`src/rtl/pcib_pkg.sv`:
```
package pcib_pkg;

  parameter int unsigned PCIB_DW = 32;
  parameter int unsigned PCIB_OW = 5;

  localparam logic [PCIB_OW-1:0] OFF_XLAT    = 5'h00;
  localparam logic [PCIB_OW-1:0] OFF_OUT_EXT = 5'h04;
  localparam logic [PCIB_OW-1:0] OFF_BASE    = 5'h08;
  localparam logic [PCIB_OW-1:0] OFF_IN_EXT  = 5'h0C;
  localparam logic [PCIB_OW-1:0] OFF_ATTR    = 5'h10;

  typedef struct packed {
    logic [PCIB_DW-1:0] xlat;
    logic [PCIB_DW-1:0] ext;
    logic [PCIB_DW-1:0] base;
    logic [PCIB_DW-1:0] attr;
  } pcib_win_t;

endpackage

```
`src/rtl/pcib_decode.sv`:
```
module pcib_decode
  import pcib_pkg::*;
#(
  parameter int          AW       = 12,
  parameter int          N_OUT    = 4,
  parameter int          N_IN     = 3,
  parameter logic [AW-1:0] OUT_BASE = 12'hC20,
  parameter logic [AW-1:0] IN_BASE  = 12'hDA0,
  parameter logic [AW-1:0] TMR_ADDR = 12'hE20
) (
  input  logic [AW-1:0]      addr,
  output logic [N_OUT-1:0]   out_sel,
  output logic [N_IN-1:0]    in_sel,
  output logic               tmr_sel,
  output logic [PCIB_OW-1:0] off
);

  localparam int GW = AW - PCIB_OW;
  localparam logic [GW-1:0] OUT_GRP = OUT_BASE[AW-1:PCIB_OW];
  localparam logic [GW-1:0] IN_GRP  = IN_BASE[AW-1:PCIB_OW];

  logic [GW-1:0] grp;
  assign grp = addr[AW-1:PCIB_OW];
  assign off = addr[PCIB_OW-1:0];

  for (genvar w = 0; w < N_OUT; w++) begin : g_osel
    assign out_sel[w] = (grp == OUT_GRP + GW'(w));
  end

  for (genvar j = 0; j < N_IN; j++) begin : g_isel
    assign in_sel[j] = (grp == IN_GRP + GW'(j));
  end

  assign tmr_sel = (addr == TMR_ADDR);

endmodule

```
`src/rtl/pcib_winset.sv`:
```
module pcib_winset
  import pcib_pkg::*;
#(
  parameter bit INBOUND = 1'b0
) (
  input  logic               clk,
  input  logic               rst,
  input  logic               sel,
  input  logic               wr,
  input  logic [PCIB_OW-1:0] off,
  input  logic [PCIB_DW-1:0] wdata,
  output pcib_win_t          fields,
  output logic               upd,
  output logic [PCIB_DW-1:0] rd_val
);

  localparam logic [PCIB_OW-1:0] EXT_OFF = INBOUND ? OFF_IN_EXT : OFF_OUT_EXT;

  logic hit_xlat, hit_ext, hit_base, hit_attr, hit_any;

  always_comb begin
    hit_xlat = sel && (off == OFF_XLAT);
    hit_ext  = sel && (off == EXT_OFF);
    hit_base = sel && (off == OFF_BASE);
    hit_attr = sel && (off == OFF_ATTR);
    hit_any  = hit_xlat | hit_ext | hit_base | hit_attr;
  end

  always_ff @(posedge clk) begin
    if (rst) begin
      fields <= '0;
      upd    <= 1'b0;
    end else begin
      upd <= wr && hit_any;
      if (wr && hit_xlat) fields.xlat <= wdata;
      if (wr && hit_ext)  fields.ext  <= wdata;
      if (wr && hit_base) fields.base <= wdata;
      if (wr && hit_attr) fields.attr <= wdata;
    end
  end

  always_comb begin
    rd_val = '0;
    if (hit_xlat) rd_val = fields.xlat;
    if (hit_ext)  rd_val = fields.ext;
    if (hit_base) rd_val = fields.base;
    if (hit_attr) rd_val = fields.attr;
  end

endmodule

```
`src/rtl/pcib_rdmux.sv`:
```
module pcib_rdmux
  import pcib_pkg::*;
#(
  parameter int N = 8
) (
  input  logic                 clk,
  input  logic                 rst,
  input  logic                 rd,
  input  logic [N*PCIB_DW-1:0] cand,
  output logic [PCIB_DW-1:0]   rdata
);

  logic [PCIB_DW-1:0] merged;

  always_comb begin
    merged = '0;
    for (int i = 0; i < N; i++) begin
      merged = merged | cand[i*PCIB_DW +: PCIB_DW];
    end
  end

  always_ff @(posedge clk) begin
    if (rst) begin
      rdata <= '0;
    end else if (rd) begin
      rdata <= merged;
    end
  end

endmodule

```
`src/rtl/pcib_winbank.sv`:
```
module pcib_winbank
  import pcib_pkg::*;
#(
  parameter int            AW       = 12,
  parameter int            N_OUT    = 4,
  parameter int            N_IN     = 3,
  parameter logic [AW-1:0] OUT_BASE = 12'hC20,
  parameter logic [AW-1:0] IN_BASE  = 12'hDA0,
  parameter logic [AW-1:0] TMR_ADDR = 12'hE20,
  parameter int            DW       = PCIB_DW
) (
  input  logic                clk,
  input  logic                rst,
  input  logic [AW-1:0]       reg_addr,
  input  logic                reg_wr,
  input  logic                reg_rd,
  input  logic [DW-1:0]       reg_wdata,
  output logic [DW-1:0]       reg_rdata,
  output logic [N_OUT*DW-1:0] out_xlat,
  output logic [N_OUT*DW-1:0] out_xlat_ext,
  output logic [N_OUT*DW-1:0] out_base,
  output logic [N_OUT*DW-1:0] out_attr,
  output logic [N_OUT-1:0]    out_upd,
  output logic [N_IN*DW-1:0]  in_xlat,
  output logic [N_IN*DW-1:0]  in_base,
  output logic [N_IN*DW-1:0]  in_base_ext,
  output logic [N_IN*DW-1:0]  in_attr,
  output logic [N_IN-1:0]     in_upd
);

  localparam int N_SRC = N_OUT + N_IN + 1;

  logic [N_OUT-1:0]     out_sel;
  logic [N_IN-1:0]      in_sel;
  logic                 tmr_sel;
  logic [PCIB_OW-1:0]   off;
  logic [DW-1:0]        tmr_q;
  logic [N_SRC*DW-1:0]  cand;

  pcib_decode #(
    .AW(AW), .N_OUT(N_OUT), .N_IN(N_IN),
    .OUT_BASE(OUT_BASE), .IN_BASE(IN_BASE), .TMR_ADDR(TMR_ADDR)
  ) u_dec (
    .addr(reg_addr), .out_sel(out_sel), .in_sel(in_sel),
    .tmr_sel(tmr_sel), .off(off)
  );

  for (genvar w = 0; w < N_OUT; w++) begin : g_out
    pcib_win_t f;
    pcib_winset #(.INBOUND(1'b0)) u_set (
      .clk(clk), .rst(rst), .sel(out_sel[w]), .wr(reg_wr), .off(off),
      .wdata(reg_wdata), .fields(f), .upd(out_upd[w]),
      .rd_val(cand[w*DW +: DW])
    );
    assign out_xlat[w*DW +: DW]     = f.xlat;
    assign out_xlat_ext[w*DW +: DW] = f.ext;
    assign out_base[w*DW +: DW]     = f.base;
    assign out_attr[w*DW +: DW]     = f.attr;
  end

  for (genvar j = 0; j < N_IN; j++) begin : g_in
    pcib_win_t f;
    pcib_winset #(.INBOUND(1'b1)) u_set (
      .clk(clk), .rst(rst), .sel(in_sel[j]), .wr(reg_wr), .off(off),
      .wdata(reg_wdata), .fields(f), .upd(in_upd[j]),
      .rd_val(cand[(N_OUT+j)*DW +: DW])
    );
    assign in_xlat[j*DW +: DW]     = f.xlat;
    assign in_base_ext[j*DW +: DW] = f.ext;
    assign in_base[j*DW +: DW]     = f.base;
    assign in_attr[j*DW +: DW]     = f.attr;
  end

  always_ff @(posedge clk) begin
    if (rst) begin
      tmr_q <= '0;
    end else if (reg_wr && tmr_sel) begin
      tmr_q <= reg_wdata;
    end
  end

  assign cand[(N_SRC-1)*DW +: DW] = tmr_sel ? tmr_q : '0;

  pcib_rdmux #(.N(N_SRC)) u_rd (
    .clk(clk), .rst(rst), .rd(reg_rd), .cand(cand), .rdata(reg_rdata)
  );

endmodule

```
`config.mk`:
```
export PLATFORM = sky130hd
export DESIGN_NAME = pcib_winbank
export DESIGN_NICKNAME = d
export VERILOG_FILES = /design/src/rtl/pcib_pkg.sv /design/src/rtl/pcib_decode.sv /design/src/rtl/pcib_winset.sv /design/src/rtl/pcib_rdmux.sv /design/src/rtl/pcib_winbank.sv
export SDC_FILE = /design/constraint.sdc
export NUM_CORES = 2
export LEC_CHECK = 0
export BUFFER_PORTS_ARGS = -buffer_cell sky130_fd_sc_hd__buf_2
export CAP_MARGIN = 10
export CORE_AREA = 2 2 386 388
export DETAILED_ROUTE_END_ITERATION = 7
export DIE_AREA = 0 0 388 390
export MAX_ROUTING_LAYER = met4
export REMOVE_ABC_BUFFERS = 1
export SLEW_MARGIN = 10
export SYNTH_ARGS = -nofsm -noshare
export SYNTH_HDL_FRONTEND = slang
export SYNTH_SLANG_ARGS = --single-unit
```
`constraint.sdc`:
```
create_clock -name clk -period 2.5 [get_ports clk]
set_input_delay 0.25 -clock clk [delete_from_list [all_inputs] [get_ports clk]]
set_output_delay 0.25 -clock clk [all_outputs]
set_load 0.05 [all_outputs]
```
## Yosys cells after proc, flatten, opt, wreduce, memory -nomap -nowiden

Cells that the tools add are included.

| cells by class | value |
|---|---|
| equal/unequal tests | 12 |
| mux-type cells | 29 |
| bitwise gates (word level) | 28 |
| reductions and logical operators | 65 |

Operators with widths:

| kind | count |
|---|---|
| two-way mux 32 bit | 29 |
| bitwise OR 32 bit | 7 |
| logical AND 1 bit | 64 |
| == test 7 bit, second input constant | 7 |
| bitwise OR 1 bit | 21 |
| == test 12 bit, second input constant | 1 |
| == test 5 x 4 -> 1 bit, second input constant | 2 |
| == test 5 x 3 -> 1 bit, second input constant | 1 |
| == test 5 bit, second input constant | 1 |
| logical NOT 5 bit | 1 |

| storage, ports and cells | value |
|---|---|
| flip-flop bits (word level) | 967 |
| input port bits | 48 |
| output and inout bits | 935 |
| word-level logic and storage cells | 171 |

## Logic depth before layout (Yosys ltp)

| logic depth | value |
|---|---|
| depth after elaboration | 13 |
| gate-level depth with buffers | 10 |
| mapped depth without buffers | 6 |

## Hierarchy

Synthesis repeated with hierarchy kept, for this count alone.

| second synthesis, totals | value |
|---|---|
| cell total of the unflattened synthesis | 5324 |
| area total of the unflattened synthesis | 47420.5 um2 |

By module, submodules not included:

| module | instances | cells each | area an instance (um2) | seq. area each (um2) |
|---|---|---|---|---|
| pcib_winset at g_out[0].u_set ... | 4 | 739 | 6289.8 | 2582.5 |
| pcib_winset at g_in[0].u_set ... | 3 | 665 | 6223.5 | 2582.5 |
| pcib_winbank | 1 | 181 | 1935.6 | 640.6 |
| pcib_rdmux | 1 | 170 | 1508.9 | 640.6 |
| pcib_decode | 1 | 22 | 146.4 | 0.0 |

## Least setup slack after synthesis

OpenSTA, ideal clock, no wires.

| timing path | value |
|---|---|
| path type | input port to flip-flop |
| start | input port reg_addr[4] |
| end | register u_rd.rdata[27] |
| library setup time | 0.132 ns |
| arrival time | 2.123 ns |
| setup slack | 0.245 ns |
| cell stages on the path | 9 |
| buffers on the path | 3 |
| path through | buf_2 -> or3_1 -> buf_2 -> buf_2 -> o21ai_0 -> o21ai_0 -> a22o_1 -> a2111oi_0 -> a31oi_1 |

| on the way | value |
|---|---|
| word-level cells in the longest chain between the ends | 13 |

Ends and longest elaborated chain:

| what | RTL line | RTL |
|---|---|---|
| start: declaration | pcib_winbank.sv:14 | `input logic [AW-1:0] reg_addr,` |
| logical NOT 5 bit | pcib_winset.sv:22 | `hit_xlat = sel && (off == OFF_XLAT);` |
| logical AND 1 bit | pcib_winset.sv:22 |  |
| two-way mux 32 bit | pcib_winset.sv:44 | `if (hit_xlat) rd_val = fields.xlat;` |
| two-way mux 32 bit | pcib_winset.sv:45 | `if (hit_ext) rd_val = fields.ext;` |
| two-way mux 32 bit | pcib_winset.sv:46 | `if (hit_base) rd_val = fields.base;` |
| two-way mux 32 bit | pcib_winset.sv:47 | `if (hit_attr) rd_val = fields.attr;` |
| bitwise OR 32 bit (6 in a row) | pcib_rdmux.sv:18 | `merged = merged \| cand[i*PCIB_DW +: PCIB_DW];` |
| bitwise OR 32 bit * | pcib_rdmux.sv:18 |  |
| end signal: assignment | pcib_rdmux.sv:26 | `rdata <= merged;` |
| end: declaration | pcib_rdmux.sv:10 | `output logic [PCIB_DW-1:0] rdata` |

Mark *: on every way between the ends. The rest lies on a longest branch, timed or not.
A chain may end at the register's enable or synchronous reset.

## Worst setup path in the final report

| timing path | value |
|---|---|
| start | register g_out[3].u_set.fields[76] in the netlist's numbering |
| end | register u_rd.rdata[12] |

| on the way | value |
|---|---|
| word-level cells in the longest chain between the ends | 8 |

Ends and longest elaborated chain:

| what | RTL line | RTL |
|---|---|---|
| start: declaration | pcib_winset.sv:12 | `output pcib_win_t fields,` |
| two-way mux 32 bit | pcib_winset.sv:45 |  |
| two-way mux 32 bit | pcib_winset.sv:46 |  |
| two-way mux 32 bit | pcib_winset.sv:47 |  |
| bitwise OR 32 bit (5 in a row) | pcib_rdmux.sv:18 |  |

No other way between the ends.

==> results.json <==
{
  "status": "finished, violations left",
  "violations": "design-rule violations",
  "yosysTopAreaCellShare_pct": 46.90,
  "r2r-end": "u_rd.rdata[12]",
  "fmax_mhz": 400.5,
  "place_ws_ns": -0.7877,
  "yosysMostFrequentCell": "nand2_1",
  "multi_input_area_um2": 19880,
  "tightestPinTransition_ns": 1.119,
  "dp_hpwl_mm": 231.8,
  "synth-compound-area-share_pct": 22.15,
  "worstPathCellList": "mux2i_1 > o2bb2ai_1 > a22oi_1 > o221ai_1 > buf_4 > a2111oi_2 > a311oi_1",
  "portBuffers": 982,
  "hold_depth": 3,
  "die_y_um": 390,
  "syn_avg_cell_area_um2": 7.305,
  "rows": 141,
  "timing.rr.start": "g_out[3].u_set.fields[76]",
  "postCtsSetupRepairBufs": 0,
  "rsz0062_at_grt": "no",
  "worst_ep_required_time_ns": 3.12,
  "drc": 6,
  "wire_per_inst_um": 34.74,
  "synth_area_leaders": "dfxtp_1 (47%), nand2_1 (18%), a21oi_1 (13%)",
  "slowest_stage": "a2111oi_2",
  "max_stage_delay_ns": 0.71,
  "netlist_top_cells_count": "nand2_1 (1974), a21oi_1 (1048), dfxtp_1 (967)",
  "cp_max_fo": 3,
  "worstHoldEndpoint": "g_out[3].u_set.fields[108]",
  "cap_violations": 0,
  "arrival_ns": 3.12,
  "drtIter0Drc": 7219,
  "cp_top_family": "compound AO/OA/AOI/OAI gates",
  "slew_viol_final": 0,
  "yosys.area_share.simple_pct": 22.77,
  "synth.distinct_cells": 67,
  "finalHoldViolCount": 0,
  "vias": 50580,
  "worst_setup_path_start_kind": "flip-flop",
  "htreeDepth": 3,
  "start_util_pct": 28.06,
  "cts_buffers": 111,
  "yosysWarnings": 0,
  "ant_nets": 0,
  "clockBufferDepth": 3,
  "p_leak_nw": 22.57,
  "track_usage_pct": 39.81,
  "p_per_area_nw_per_um2": 608.1,
  "numClockSinks": 967,
  "fin_crit_ns": 2.497,
  "seq_area_um2": 19360,
  "async_reset_ff_share_pct": 0,
  "clkTransAtPathRegs_ns": 0.06,
  "drtPass1Iterations": 8,
  "fill_cells": 15460,
  "synthCells": 5651,
  "setup_viol": 0,
  "synth_edf_count": 0,
  "synth_xor_area_share_pct": 0,
  "vias_per_cell": 5.718,
  "overflow": 0,
  "yosysTopAreaCell": "dfxtp_1",
  "clockRootBuffer": "clkbuf_16",
  "gp_congestion": 1.050,
  "cts_tree": "yes",
  "layout_setup_ws_ns": 0.003274,
  "synth_adder_area_share_pct": 0,
  "utilization_pct": 38.60,
  "io_pins": 983,
  "wl_mm": 307.3,
  "endpoint_kind": "flip-flop",
  "area_delta_synth_final_pct": 37.57,
  "cp-startpoint": "g_out[3].u_set.fields[76]",
  "relSlewSlack_pct": 25.22,
  "layout-drive-gt1-share_pct": 26.67,
  "synth_area_um2": 41280,
  "ys_seq_elements": 967,
  "path_class": "reg2reg",
  "dieArea_um2": 151300,
  "nets": 6874,
  "ir_worst_vdd_uv": 536.0,
  "grt_max_degree": 103,
  "synth_mux_area_share_pct": 2.592,
  "timing.critical_path.buf_inv": 1,
  "final.setup_skew_ns": 0.05143,
  "synth_top_family_by_area": "simple AND/OR/NAND/NOR gates",
  "hp-start": "reg_wdata[12]",
  "hold_ws_ns": 0.01300,
  "post-route-period-util_pct": 99.87,
  "yosysSeqAreaShare_pct": 46.90,
  "grt_pass1_wl_mm": 406.7,
  "antenna_found_initial": 13,
  "grt_pass1_vias": 45690,
  "finalPower_mw": 34.53,
  "r2r_cells": 7,
  "rrSetupSlack_ns": 0.003,
  "synthFlopType": "dfxtp_1",
  "clock_latency_ns": 0.80,
  "core_um2": 147100,
  "min_path_type": "in2reg",
  "fp.dieW_um": 388
}
## worst min-delay path: cells and delay by family
kind / cells / cell delay, ns
buffers and inverters: 1 / 0.30
AOI/OAI and AO/OA: 1 / 0.06
and+or+nand+nor: 1 / 0.13
## layout by cell type, fill, tap and decap left out, drive strengths merged, types with 6 or more instances in the layout
master / count
nand2: 1975
mux2i: 99
nor3: 30
a311oi: 19
o221ai: 28
o21a: 6
a21oi: 1048
nand3: 28
clkbuf: 161
o2bb2ai: 21
o21bai: 13
inv: 37
a211oi: 19
a2111oi: 27
clkinv: 26
o21ai: 166
a221oi: 13
or3: 10
buf: 1597
a22oi: 80
nor2: 270
a21o: 15
dfxtp: 967
dlygate4sd3: 15
o2111ai: 6
o22ai: 39
o211ai: 28
a22o: 20
a31oi: 16
o32ai: 8
mux2: 7
nor4: 26
nor2b: 13
## metal layers
| metal | up-vias | GRT usage [%] | share of wire [%] |
|---|---|---|---|
| met5 | - | - | 0 |
| met2 | 3609 | 59.42 | 43 |
| met3 | 752 | 13.05 | 12 |
| met1 | 24870 | 47.25 | 38 |
| li1 | 21360 | - | - |
| met4 | 0 | 21.78 | 6.8 |
## where the power goes
part	leakage (nW)	switching (mW)	internal, mW
logic	13.0	1.85	0.629
clock network	1.75	7.31	9.28
registers	7.79	0.0336	15.4
## final cells by class
| type | count | area share (%) |
|---|---|---|
| Antenna cell | 5 | 0.02203 |
| Clock buffer | 161 | 5.579 |
| Clock inverter | 37 | 0.6764 |
| Inverter | 34 | 0.2291 |
| Multi-Input combinational cell | 4100 | 35.01 |
| Sequential cell | 967 | 34.09 |
| Tap cell | 1930 | 4.252 |
| Timing Repair Buffer | 1612 | 20.14 |
## flip-flops by register name, summed over array words and instances (netlist names)
register	flops
g_out.u_set.fields	512
u_rd.rdata	32
g_in.u_set.fields	384
g_out.u_set.upd	4
tmr_q	32
g_in.u_set.upd	3
## stage by stage
stage | cell area, um2 | std cells | TNS (ns)
5_1_grt | 56790 | 8845 | 0
4_1_cts | 56770 | 8841 | 0
3_5_place_dp | 53070 | 8628 | -9.353
2_1_floorplan | 39100 | 5101 | -613.68
6_report | 56790 | 8846 | 0
3_3_place_gp | 53060 | 8627 | -10.84
## timing repair
item / CTS / global route
endpoints found under the setup margin: 1 / 0
hold endpoints to repair: 118 / 0
hold buffers: 15 / 0
gates resized for setup: 1 / 0
## worst max-delay path by stage
stage | endpoint | slack (ns) | cells after the start
final | u_rd.rdata[12] | 0.003 | 7
after global routing | u_rd.rdata[12] | 0.07 | 7
after CTS | u_rd.rdata[12] | 0.10 | 7
after detailed placement | u_rd.rdata[12] | -0.79 | 9
after global placement | u_rd.rdata[30] | -1.05 | 10
after floorplan | u_rd.rdata[24] | -4.22 | 6
## cell families after synthesis
family / Yosys count
AND/OR/NAND/NOR: 2393
AO/OA/AOI/OAI: 1601
multiplexers: 106
flip-flops: 967
buffers and inverters: 584
Note: power is estimated with default switching activity, not from simulation.
